===== src/rtl/dram_ctrl_pkg.sv =====
package dram_ctrl_pkg;
  // Kind of cycle currently being served
  typedef enum logic [1:0] {
    CYC_IDLE    = 2'd0,
    CYC_ACCESS  = 2'd1,
    CYC_REFRESH = 2'd2
  } cyc_kind_t;

  // Stage indices inside the strobe chain
  localparam int unsigned STG_ROW = 0;
  localparam int unsigned STG_SEL = 1;
  localparam int unsigned STG_COL = 2;
  localparam int unsigned STG_NUM = 3;
endpackage


===== src/rtl/dram_stage_chain.sv =====
// Clocked delay chain: stage 0 follows the request, each later stage
// follows the previous one by a clock, gated by the advance enable.
module dram_stage_chain #(
  parameter int unsigned DEPTH = 3
) (
  input  logic             clk,
  input  logic             rst,
  input  logic             req,
  input  logic             advance,
  output logic [DEPTH-1:0] stage
);
  always_ff @(posedge clk) begin
    if (rst) begin
      stage <= '0;
    end else begin
      stage[0] <= req;
      for (int i = 1; i < int'(DEPTH); i++) begin
        stage[i] <= req & advance & stage[i-1];
      end
    end
  end
endmodule


===== src/rtl/dram_rfsh_ext.sv =====
// Extra top row bit for refresh: flips when the processor count wraps.
module dram_rfsh_ext #(
  parameter int unsigned CNT_W = 7
) (
  input  logic             clk,
  input  logic             rst,
  input  logic             rfsh_start,
  input  logic [CNT_W-1:0] rfsh_cnt,
  output logic             ext_bit
);
  logic at_last;
  assign at_last = &rfsh_cnt;

  always_ff @(posedge clk) begin
    if (rst) begin
      ext_bit <= 1'b0;
    end else if (rfsh_start && at_last) begin
      ext_bit <= ~ext_bit;
    end
  end
endmodule


===== src/rtl/dram_addr_mux.sv =====
// Registered 2-to-1 row/column selection onto the DRAM address pins.
module dram_addr_mux #(
  parameter int unsigned ROW_W = 8
) (
  input  logic               clk,
  input  logic               rst,
  input  logic               load_row,
  input  logic               load_col,
  input  logic               refresh,
  input  logic               ext_bit,
  input  logic [2*ROW_W-1:0] addr,
  output logic [ROW_W-1:0]   dram_addr
);
  localparam int unsigned ADDR_W = 2 * ROW_W;
  localparam int unsigned CNT_W  = ROW_W - 1;

  logic [ROW_W-1:0] row_addr;
  logic [ROW_W-1:0] col_addr;

  always_comb begin
    if (refresh) row_addr = {ext_bit, addr[CNT_W-1:0]};
    else         row_addr = addr[ROW_W-1:0];
    col_addr = addr[ADDR_W-1:ROW_W];
  end

  always_ff @(posedge clk) begin
    if (rst) begin
      dram_addr <= '0;
    end else if (load_row) begin
      dram_addr <= row_addr;
    end else if (load_col) begin
      dram_addr <= col_addr;
    end
  end
endmodule


===== src/rtl/dram_strobe_ctrl.sv =====
module dram_strobe_ctrl
  import dram_ctrl_pkg::*;
#(
  parameter int unsigned ROW_W = 8
) (
  input  logic               clk,
  input  logic               rst,
  input  logic               mreq_n,
  input  logic               rfsh_n,
  input  logic               wr_n,
  input  logic [2*ROW_W-1:0] addr,
  output logic [ROW_W-1:0]   dram_addr,
  output logic               ras_n,
  output logic               mux_sel,
  output logic               cas_n,
  output logic               we_n
);
  localparam int unsigned CNT_W = ROW_W - 1;

  logic               req;
  logic               start;
  logic               advance;
  logic               load_col;
  logic               rfsh_ext;
  logic               we_q;
  logic [STG_NUM-1:0] stage;
  cyc_kind_t          cyc_q;

  assign req     = ~mreq_n;
  assign start   = req & ~stage[STG_ROW];
  assign advance = rfsh_n & (cyc_q != CYC_REFRESH);
  assign load_col = req & advance & stage[STG_ROW] & ~stage[STG_SEL];

  dram_stage_chain #(.DEPTH(STG_NUM)) u_chain (
    .clk     (clk),
    .rst     (rst),
    .req     (req),
    .advance (advance),
    .stage   (stage)
  );

  dram_rfsh_ext #(.CNT_W(CNT_W)) u_ext (
    .clk        (clk),
    .rst        (rst),
    .rfsh_start (start & ~rfsh_n),
    .rfsh_cnt   (addr[CNT_W-1:0]),
    .ext_bit    (rfsh_ext)
  );

  dram_addr_mux #(.ROW_W(ROW_W)) u_mux (
    .clk       (clk),
    .rst       (rst),
    .load_row  (start),
    .load_col  (load_col),
    .refresh   (~rfsh_n),
    .ext_bit   (rfsh_ext),
    .addr      (addr),
    .dram_addr (dram_addr)
  );

  always_ff @(posedge clk) begin
    if (rst || !req) begin
      cyc_q <= CYC_IDLE;
    end else if (start) begin
      cyc_q <= rfsh_n ? CYC_ACCESS : CYC_REFRESH;
    end
  end

  always_ff @(posedge clk) begin
    if (rst) we_q <= 1'b0;
    else     we_q <= req & ~wr_n & rfsh_n & (start | (cyc_q == CYC_ACCESS));
  end

  assign ras_n   = ~stage[STG_ROW];
  assign mux_sel = stage[STG_SEL];
  assign cas_n   = ~stage[STG_COL];
  assign we_n    = ~we_q;
endmodule


===== config.mk =====
export PLATFORM = sky130hd
export DESIGN_NAME = dram_strobe_ctrl
export DESIGN_NICKNAME = d
export VERILOG_FILES = /design/src/rtl/dram_ctrl_pkg.sv /design/src/rtl/dram_stage_chain.sv /design/src/rtl/dram_rfsh_ext.sv /design/src/rtl/dram_addr_mux.sv /design/src/rtl/dram_strobe_ctrl.sv
export SDC_FILE = /design/constraint.sdc
export NUM_CORES = 1
export LEC_CHECK = 0
export BUFFER_PORTS_ARGS = -buffer_cell sky130_fd_sc_hd__buf_2
export CAP_MARGIN = 20
export CORE_MARGIN = 2
export CORE_UTILIZATION = 45
export DETAILED_ROUTE_END_ITERATION = 6
export PLACE_DENSITY = 0.77
export RECOVER_POWER = 50
export SYNTH_ARGS = -nofsm -noshare
export SYNTH_HDL_FRONTEND = slang
export SYNTH_SLANG_ARGS = --single-unit

===== constraint.sdc =====
create_clock -name clk -period 1.7 [get_ports clk]
set_input_delay 0.085 -clock clk [delete_from_list [all_inputs] [get_ports clk]]
set_output_delay 0.085 -clock clk [all_outputs]
set_load 0.03 [all_outputs]

==> results of run 1 <==
[cell families after synthesis]
logic type | after synthesis | synth area share (%)
DFF | 15 | 40.7
and+or+nand+nor | 20 | 16.3
AOI/OAI and AO/OA | 20 | 21.4
muxes | 10 | 13.8
buffers and inverters | 10 | 7.81
[area by class of cell]
class                           count  area, um2
Multi-Input combinational cell     50        379
Tap cell                           16       20.0
Sequential cell                    15        300
Clock buffer                        4       26.3
Timing Repair Buffer               34        159
Inverter                            3       11.3
Fill cell                         149        628
[critical path, stage by stage, from the launching register on]
cell and delay (ps):
dfxtp_1 360, or3b_1 400, nor3_2 200, mux2_1 340
[layout by cell type (no fill, tap or decap), drive strengths merged]
cell / instances
a211o: 1
or3b: 1
o21ai: 2
nand4b: 1
nand3: 2
nand2b: 2
a31o: 1
and2: 2
nor2: 6
inv: 3
dlygate4sd3: 1
mux2i: 9
mux2: 1
a311oi: 8
and3: 1
o21ba: 1
clkbuf: 17
dfxtp: 15
nor3: 4
nor2b: 1
a211oi: 6
a21oi: 1
buf: 20
[power breakdown]
part / internal, mW / total (mW) / switching [mW]
clock network: 0.0910 / 0.202 / 0.111
logic: 0.0642 / 0.171 / 0.107
registers: 0.374 / 0.386 / 0.0126
total: 0.529 / 0.760 / 0.231
[routing by layer]
metal	track usage, %	vias to the layer above	share of wire [%]
li1	-	346	-
met1	22.3	308	47
met4	7.27	0	1.1
met2	24.1	18	47
met3	2.45	2	5.0
met5	0	-	0
[repair_timing]
action                    4_1_cts  5_1_grt
gates resized for setup         0        0
hold endpoints to repair        1        0
setup buffers                   0        0
hold buffers                    1        0
[stage by stage]
stage	hold WS [ps]	cell area, um2	setup WS [ps]	total power, mW	std cells
4_1_cts	100	915	296	0.771	122
6_report	107	896	290	0.760	122
3_5_place_dp	255	878	307	0.570	117
2_1_floorplan	163	737	275	0.519	75
3_3_place_gp	249	878	355	0.567	117
5_1_grt	124	896	246	0.800	122
[sequential cells by signal (all words and copies together) (netlist names)]
signal / cells
u_mux.dram_addr: 8
u_chain.stage: 3
cyc_q: 2
u_ext.ext_bit: 1
we_q: 1
[how the worst max path moves through the flow]
stage	start	to	slack [ps]	depth (start not counted)
after detailed placement	u_chain.stage[0]	u_ext.ext_bit	310	3
after CTS	u_chain.stage[0]	u_ext.ext_bit	300	3
after floorplan	u_chain.stage[0]	u_ext.ext_bit	270	4
after global placement	u_chain.stage[0]	u_ext.ext_bit	350	3
final	u_chain.stage[0]	u_ext.ext_bit	290	3
after global routing	u_chain.stage[0]	u_ext.ext_bit	250	3
==> reports/metrics.yaml, run 1 <==
clkTransAtPathRegs_ps: 90
cp.arrival_ps: 1580
rr_worst_depth: 3
min_from: "mreq_n"
tightest_slew_ps: 592
synth_area_leader_cell: "dfxtp_1"
vias_per_cell: 5.52
hold_path.class: "in -> reg"
yosys_most_used_dff: "dfxtp_1"
setup_viol: 0
power.density_nw_per_um2: 849
synthCells: 75
ir_drop_uv: 468
max_slew_margin_pct: 60.5
ioPinCount: 33
period_share_pct: 82.9
cts_buffers: 3
wire_per_inst_um: 12.3
yosysSeqAreaShare_pct: 40.7
crit_type: "reg -> reg"
yosys_warnings: 0
final_util_pct: 58.8
max_freq_ghz: 0.709
max_cap_viol_count: 0
portBuffers: 32
cts_max_level: 1
drt-total-wl_um: 1510
drtAntennaViolNets: 0
yosys_register_bits: 15
outcome: "finished, final reports clean"
period_needed_ps: 1410
worstPathRequired_ps: 1870
drive_gt1_share_pct: 25.5
fin_setup_tns_ps: 0
hold_path_depth: 2
vias: 674
drt_first_pass_iters: 4
synth_area_leaders: "dfxtp_1 (41%), mux2i_1 (12%), a311oi_1 (9.5%), a211oi_1 (6.1%), buf_4 (3.1%)"
cts_tree: "done"
fp.dieH_um: 44.5
fin_skew_ps: 1.86
synth.net_count: 96
die_x_um: 44.5
dieArea_um2: 1980
antenna_found_initial: 0
cp-start-kind: "flip-flop"
cts_root_buf: "clkbuf_4"
grt_pass1_wl_um: 2350
yosys.cell_count.top_type: "dfxtp_1"
netlist_area_um2: 737
synthToLayoutAreaGrowth_pct: 21.6
clock_latency_ps: 280
grt_max_degree: 16
r2r_slack_ps: 290
synth_edf_count: 0
row_count: 14
worst_setup_path_end_kind: "flip-flop"
drt_drc_violations_left: 0
finalWeightedCongestion: 0.776
grt_pass1_vias: 551
async_flop_share_pct: 0
hold_violations: 0
critPathMaxFanout: 4
initial_core_util_pct: 48.4
rsz0062_at_grt: "false"
fp.coreArea_um2: 1520
grt_overflow: 0
hpwl_um: 1160
drt-initial-drc-count: 9
rr_startpoint: "u_chain.stage[0]"
reg2reg_to: "u_ext.ext_bit"
leakage_nw: 0.358
synth_cell_types: 26
synth.top_cell.area_share_pct: 40.7
holdPathEnd: "cyc_q[1]"
postSynthAreaPerCell_um2: 9.83
grt_usage_pct: 16.0
cts_sinks: 15
antenna_cells: 0
maxSlewViolCount: 0
netlist_top_cells_count: "dfxtp_1 (15), mux2i_1 (9), a311oi_1 (8)"
clockBufferDepth: 2
num-nets-final: 128
Power figures use the tool's default switching activity.
==> run 2: changes to the inputs <==
==> constraint.sdc (replaced) <==
create_clock -name clk -period 1.3 [get_ports clk]
set_input_delay 0.065 -clock clk [delete_from_list [all_inputs] [get_ports clk]]
set_output_delay 0.065 -clock clk [all_outputs]
set_load 0.03 [all_outputs]
==> reports/metrics.yaml, run 2 (same netlist as run 1, synthesis figures left out) <==
outcome: "finished, final reports clean"
vias_per_cell: 5.64
ioPinCount: 33
power.total_mw: 1.04
cts_sinks: 15
finalWeightedCongestion: 0.792
pwr-share-comb_pct: 25.5
num-nets-final: 134
layout_commonest_cell: "buf_2"
regArea_um2: 303
fill_cells: 134
clkTransAtPathRegs_ps: 100
max_slew_margin_pct: 72.5
antenna_cells: 0
rsz0062_at_grt: "false"
cp.arrival_ps: 1430
row_count: 14
cpPeakStageDelay_ps: 370
reg_top3: "u_mux.dram_addr x8, u_chain.stage x3, cyc_q x2"
wire_per_inst_um: 13.8
crit_chain: "or3b_4 -> nor3_2 -> mux2_1"
drive_gt1_share_pct: 40.2
fp.dieH_um: 44.5
worst_slack_ps: 46.0
clock_latency_ps: 280
fp.coreArea_um2: 1520
cts_tree: "done"
antenna_found_initial: 0
grt_pass1_wl_um: 2850
setup_viol: 0
hpwl_um: 1250
grt_usage_pct: 19.3
portBuffers: 32
pwr-share-seq_pct: 48.6
vias: 722
fin_skew_ps: 3.37
period_needed_ps: 1250
cts_buffers: 3
hold_path.class: "in -> reg"
dieArea_um2: 1980
drtAntennaViolNets: 0
worst_setup_path_end_kind: "flip-flop"
hold_violations: 0
clockBufferDepth: 2
grt_overflow: 0
power.density_nw_per_um2: 1060
multi_input_area_um2: 409
die_x_um: 44.5
grt_pass1_vias: 669
max_cap_viol_count: 0
period_share_pct: 96.5
initial_core_util_pct: 48.4
drt_drc_violations_left: 0
cp-start-kind: "flip-flop"
cp_slowest_cell: "or3b_4"
critPathMaxFanout: 2
grt_max_degree: 15
tightest_slew_ps: 412
p_switching_mw: 0.328
ir_drop_uv: 617
instances_no_fill: 128
drt_first_pass_iters: 4
synthToLayoutAreaGrowth_pct: 33.3
max_freq_ghz: 0.797
crit_type: "reg -> reg"
maxSlewViolCount: 0
cts_root_buf: "clkbuf_4"
hold_slack_ps: 90.4
netSwitchingFraction_pct: 31.6
design_area_um2: 982
largest_reg_flops: 8
layout_common_cells: "buf_2 (23), dfxtp_1 (13), clkbuf_1 (10)"
cts_max_level: 1
postCtsSetupBuffers: 0
worstPathRequired_ps: 1470
drt-initial-drc-count: 12
drt-total-wl_um: 1760
placed_area_um2: 927
dp_cells: 123
place_ws_ps: 72.1
leakage_nw: 0.406
p_clk_share_pct: 25.9
largest_register: "u_mux.dram_addr"
internal-power_mw: 0.711
run 2: power by group through the flow:
stage	Sequential (mW)	Combinational (mW)	Clock, mW
CTS	0.503	0.256	0.271
global placement	0.513	0.247	0
finish	0.505	0.265	0.269
floorplan	0.561	0.122	0
detailed placement	0.514	0.252	0
global route	0.510	0.284	0.291
run 2: worst max-delay path, delay by kind of cell, from the launching register on:
family           cells  cell delay [ps]
and+or+nand+nor      2              490
DFF                  1              330
muxes                1              330
run 2: final timing paths:
path / startpoint / endpoint / slack (ps) / depth (start not counted)
worst min-delay path: addr[11] / u_mux.dram_addr[3] / 90 / 3
worst max register to register: u_chain.stage[0] / u_ext.ext_bit / 50 / 3
worst max-delay path: u_chain.stage[0] / u_ext.ext_bit / 50 / 3
worst min register to register: u_chain.stage[1] / u_chain.stage[2] / 490 / 1
run 2: timing repair:
| item | in CTS | in global routing |
|---|---|---|
| hold endpoints to repair | 1 | 0 |
| gates resized for setup | 0 | 7 |
| hold buffers | 1 | 0 |
| setup endpoints to repair | 0 | 4 |
run 2: layout make-up:
| type | count | share of cell area (%) |
|---|---|---|
| Inverter | 3 | 1.15 |
| Clock inverter | 1 | 0.510 |
| Tap cell | 16 | 2.04 |
| Clock buffer | 3 | 2.29 |
| Timing Repair Buffer | 40 | 21.5 |
| Sequential cell | 15 | 30.8 |
| Multi-Input combinational cell | 50 | 41.7 |
run 2: per-layer routing:
layer	global-route usage (%)	vias up	part of all wire [%]
li1	-	357	-
met1	25.6	340	47
met2	31.6	23	47
met3	3.67	2	4.9
met4	5.45	0	0.51
met5	0	-	0
run 2: metrics by stage:
stage | TNS [ps] | utilization [%]
floorplan | -32.3 | -
global placement | 0 | 60.8
detailed placement | 0 | 60.8
CTS | 0 | 63.3
global route | 0 | 64.4
finish | 0 | 64.4
==> run 3: changes to the inputs <==
--- a/config.mk
+++ b/config.mk
@@ -5,12 +5,10 @@
 export SDC_FILE = /design/constraint.sdc
 export NUM_CORES = 1
 export LEC_CHECK = 0
-export BUFFER_PORTS_ARGS = -buffer_cell sky130_fd_sc_hd__buf_2
 export CAP_MARGIN = 20
-export CORE_MARGIN = 2
-export CORE_UTILIZATION = 45
+export CORE_UTILIZATION = 50
 export DETAILED_ROUTE_END_ITERATION = 6
-export PLACE_DENSITY = 0.77
+export DONT_BUFFER_PORTS = 1
 export RECOVER_POWER = 50
 export SYNTH_ARGS = -nofsm -noshare
 export SYNTH_HDL_FRONTEND = slang
==> reports/metrics.yaml, run 3 (same netlist as run 1, synthesis figures left out) <==
worstPathRequired_ps: 1480
max_cap_viol_count: 0
critical_path_buf_inv_count: 0
cts_sinks: 15
clock_latency_ps: 290
cpPeakStageDelay_ps: 380
fin_skew_ps: 4.08
design_area_um2: 901
regArea_um2: 302
setup_viol: 0
power.density_nw_per_um2: 1110
place_ws_ps: 53.9
placed_area_um2: 833
rr_startpoint: "u_chain.stage[0]"
final_util_pct: 67.5
row_count: 13
cts_tree: "done"
tightest_slew_ps: 489
drt-initial-drc-count: 4
wire_per_inst_um: 14.4
num-nets-final: 115
fill_cells: 123
drt_drc_violations_left: 0
layout_commonest_cell: "dfxtp_1"
crit_chain: "or3b_4 -> nor3_2 -> mux2_1"
period_needed_ps: 1260
portBuffers: 0
crit_family: "simple AND/OR/NAND/NOR gates"
hpwl_um: 1090
r2r_slack_ps: 40
die_x_um: 40.4
largest_reg_flops: 8
antenna_cells: 0
cp_slowest_cell: "or3b_4"
cts_max_level: 1
vias_per_cell: 5.92
maxSlewViolCount: 0
dp_cells: 99
antenna_found_initial: 0
drive_gt1_share_pct: 20.4
ioPinCount: 33
multi_input_area_um2: 399
outcome: "finished, final reports clean"
max_slew_margin_pct: 67.4
fp.coreArea_um2: 1330
rsz0062_at_grt: "false"
ir_drop_uv: 594
cts_buffers: 3
largest_register: "u_mux.dram_addr"
synthToLayoutAreaGrowth_pct: 22.2
cts_root_buf: "clkbuf_4"
drtAntennaViolNets: 0
grt_usage_pct: 21.4
grt_overflow: 0
clkTransAtPathRegs_ps: 100
grt_max_degree: 14
drt_first_pass_iters: 3
leakage_nw: 0.344
max_freq_ghz: 0.793
crit_type: "reg -> reg"
cp.arrival_ps: 1440
finalWeightedCongestion: 0.745
hold_path_depth: 2
hold_slack_ps: 8.98
fin_setup_tns_ps: 0
min_from: "mreq_n"
critPathMaxFanout: 2
layout_common_cells: "dfxtp_1 (14), mux2i_1 (9), clkbuf_1 (9)"
grt_pass1_wl_um: 2290
worst_slack_ps: 38.2
period_share_pct: 97.1
initial_core_util_pct: 55.3
rr_worst_depth: 3
fp.dieH_um: 40.4
instances_no_fill: 108
power.total_mw: 1.00
drt-total-wl_um: 1550
hold_path.class: "in -> reg"
vias: 639
reg2reg_to: "u_ext.ext_bit"
reg_top3: "u_mux.dram_addr x8, u_chain.stage x3, cyc_q x2"
grt_pass1_vias: 509
cp-start-kind: "flip-flop"
dieArea_um2: 1630
worst_setup_path_end_kind: "flip-flop"
clockBufferDepth: 2
holdPathEnd: "u_mux.dram_addr[3]"
hold_violations: 0
[run 3: worst max path at each step]
stage | start | endpoint | slack (ps) | depth (start not counted)
after detailed placement | u_chain.stage[0] | u_ext.ext_bit | 50 | 3
final | u_chain.stage[0] | u_ext.ext_bit | 40 | 3
after floorplan | u_chain.stage[0] | u_ext.ext_bit | -30 | 4
after global placement | u_chain.stage[0] | u_ext.ext_bit | 80 | 3
after CTS | u_chain.stage[0] | u_ext.ext_bit | 30 | 3
after global routing | u_chain.stage[0] | u_mux.dram_addr[1] | 10 | 5
[run 3: cell type report]
type	count	share of cell area [%]
multi-input combinational	50	44.3
clock buffer	3	2.50
clock inverter	1	0.556
tap	15	2.08
sequential	15	33.5
inverter	3	1.25
timing repair buffer	21	15.8
[run 3: worst register-to-register path, delay by kind of cell, from the launching register on]
kind,cells,cell delay [ps]
multiplexers,1,330
flip-flops,1,330
AND/OR/NAND/NOR,2,500
[run 3: layer usage]
layer | global-route usage (%) | part of all wire (%)
met3 | 5.56 | 6.4
met5 | 0 | 0
met1 | 30.6 | 50
met2 | 30.6 | 42
met4 | 7.50 | 1.2
[run 3: power by group]
group	internal (mW)	switching (mW)
logic	0.0921	0.132
registers	0.489	0.0152
clock network	0.114	0.159
total	0.695	0.305
[run 3: repair_timing]
item,CTS,global route
setup endpoints to repair,0,6
hold buffers,5,0
gates resized for setup,0,5
setup buffers,0,0
endpoints found under the hold margin,13,0
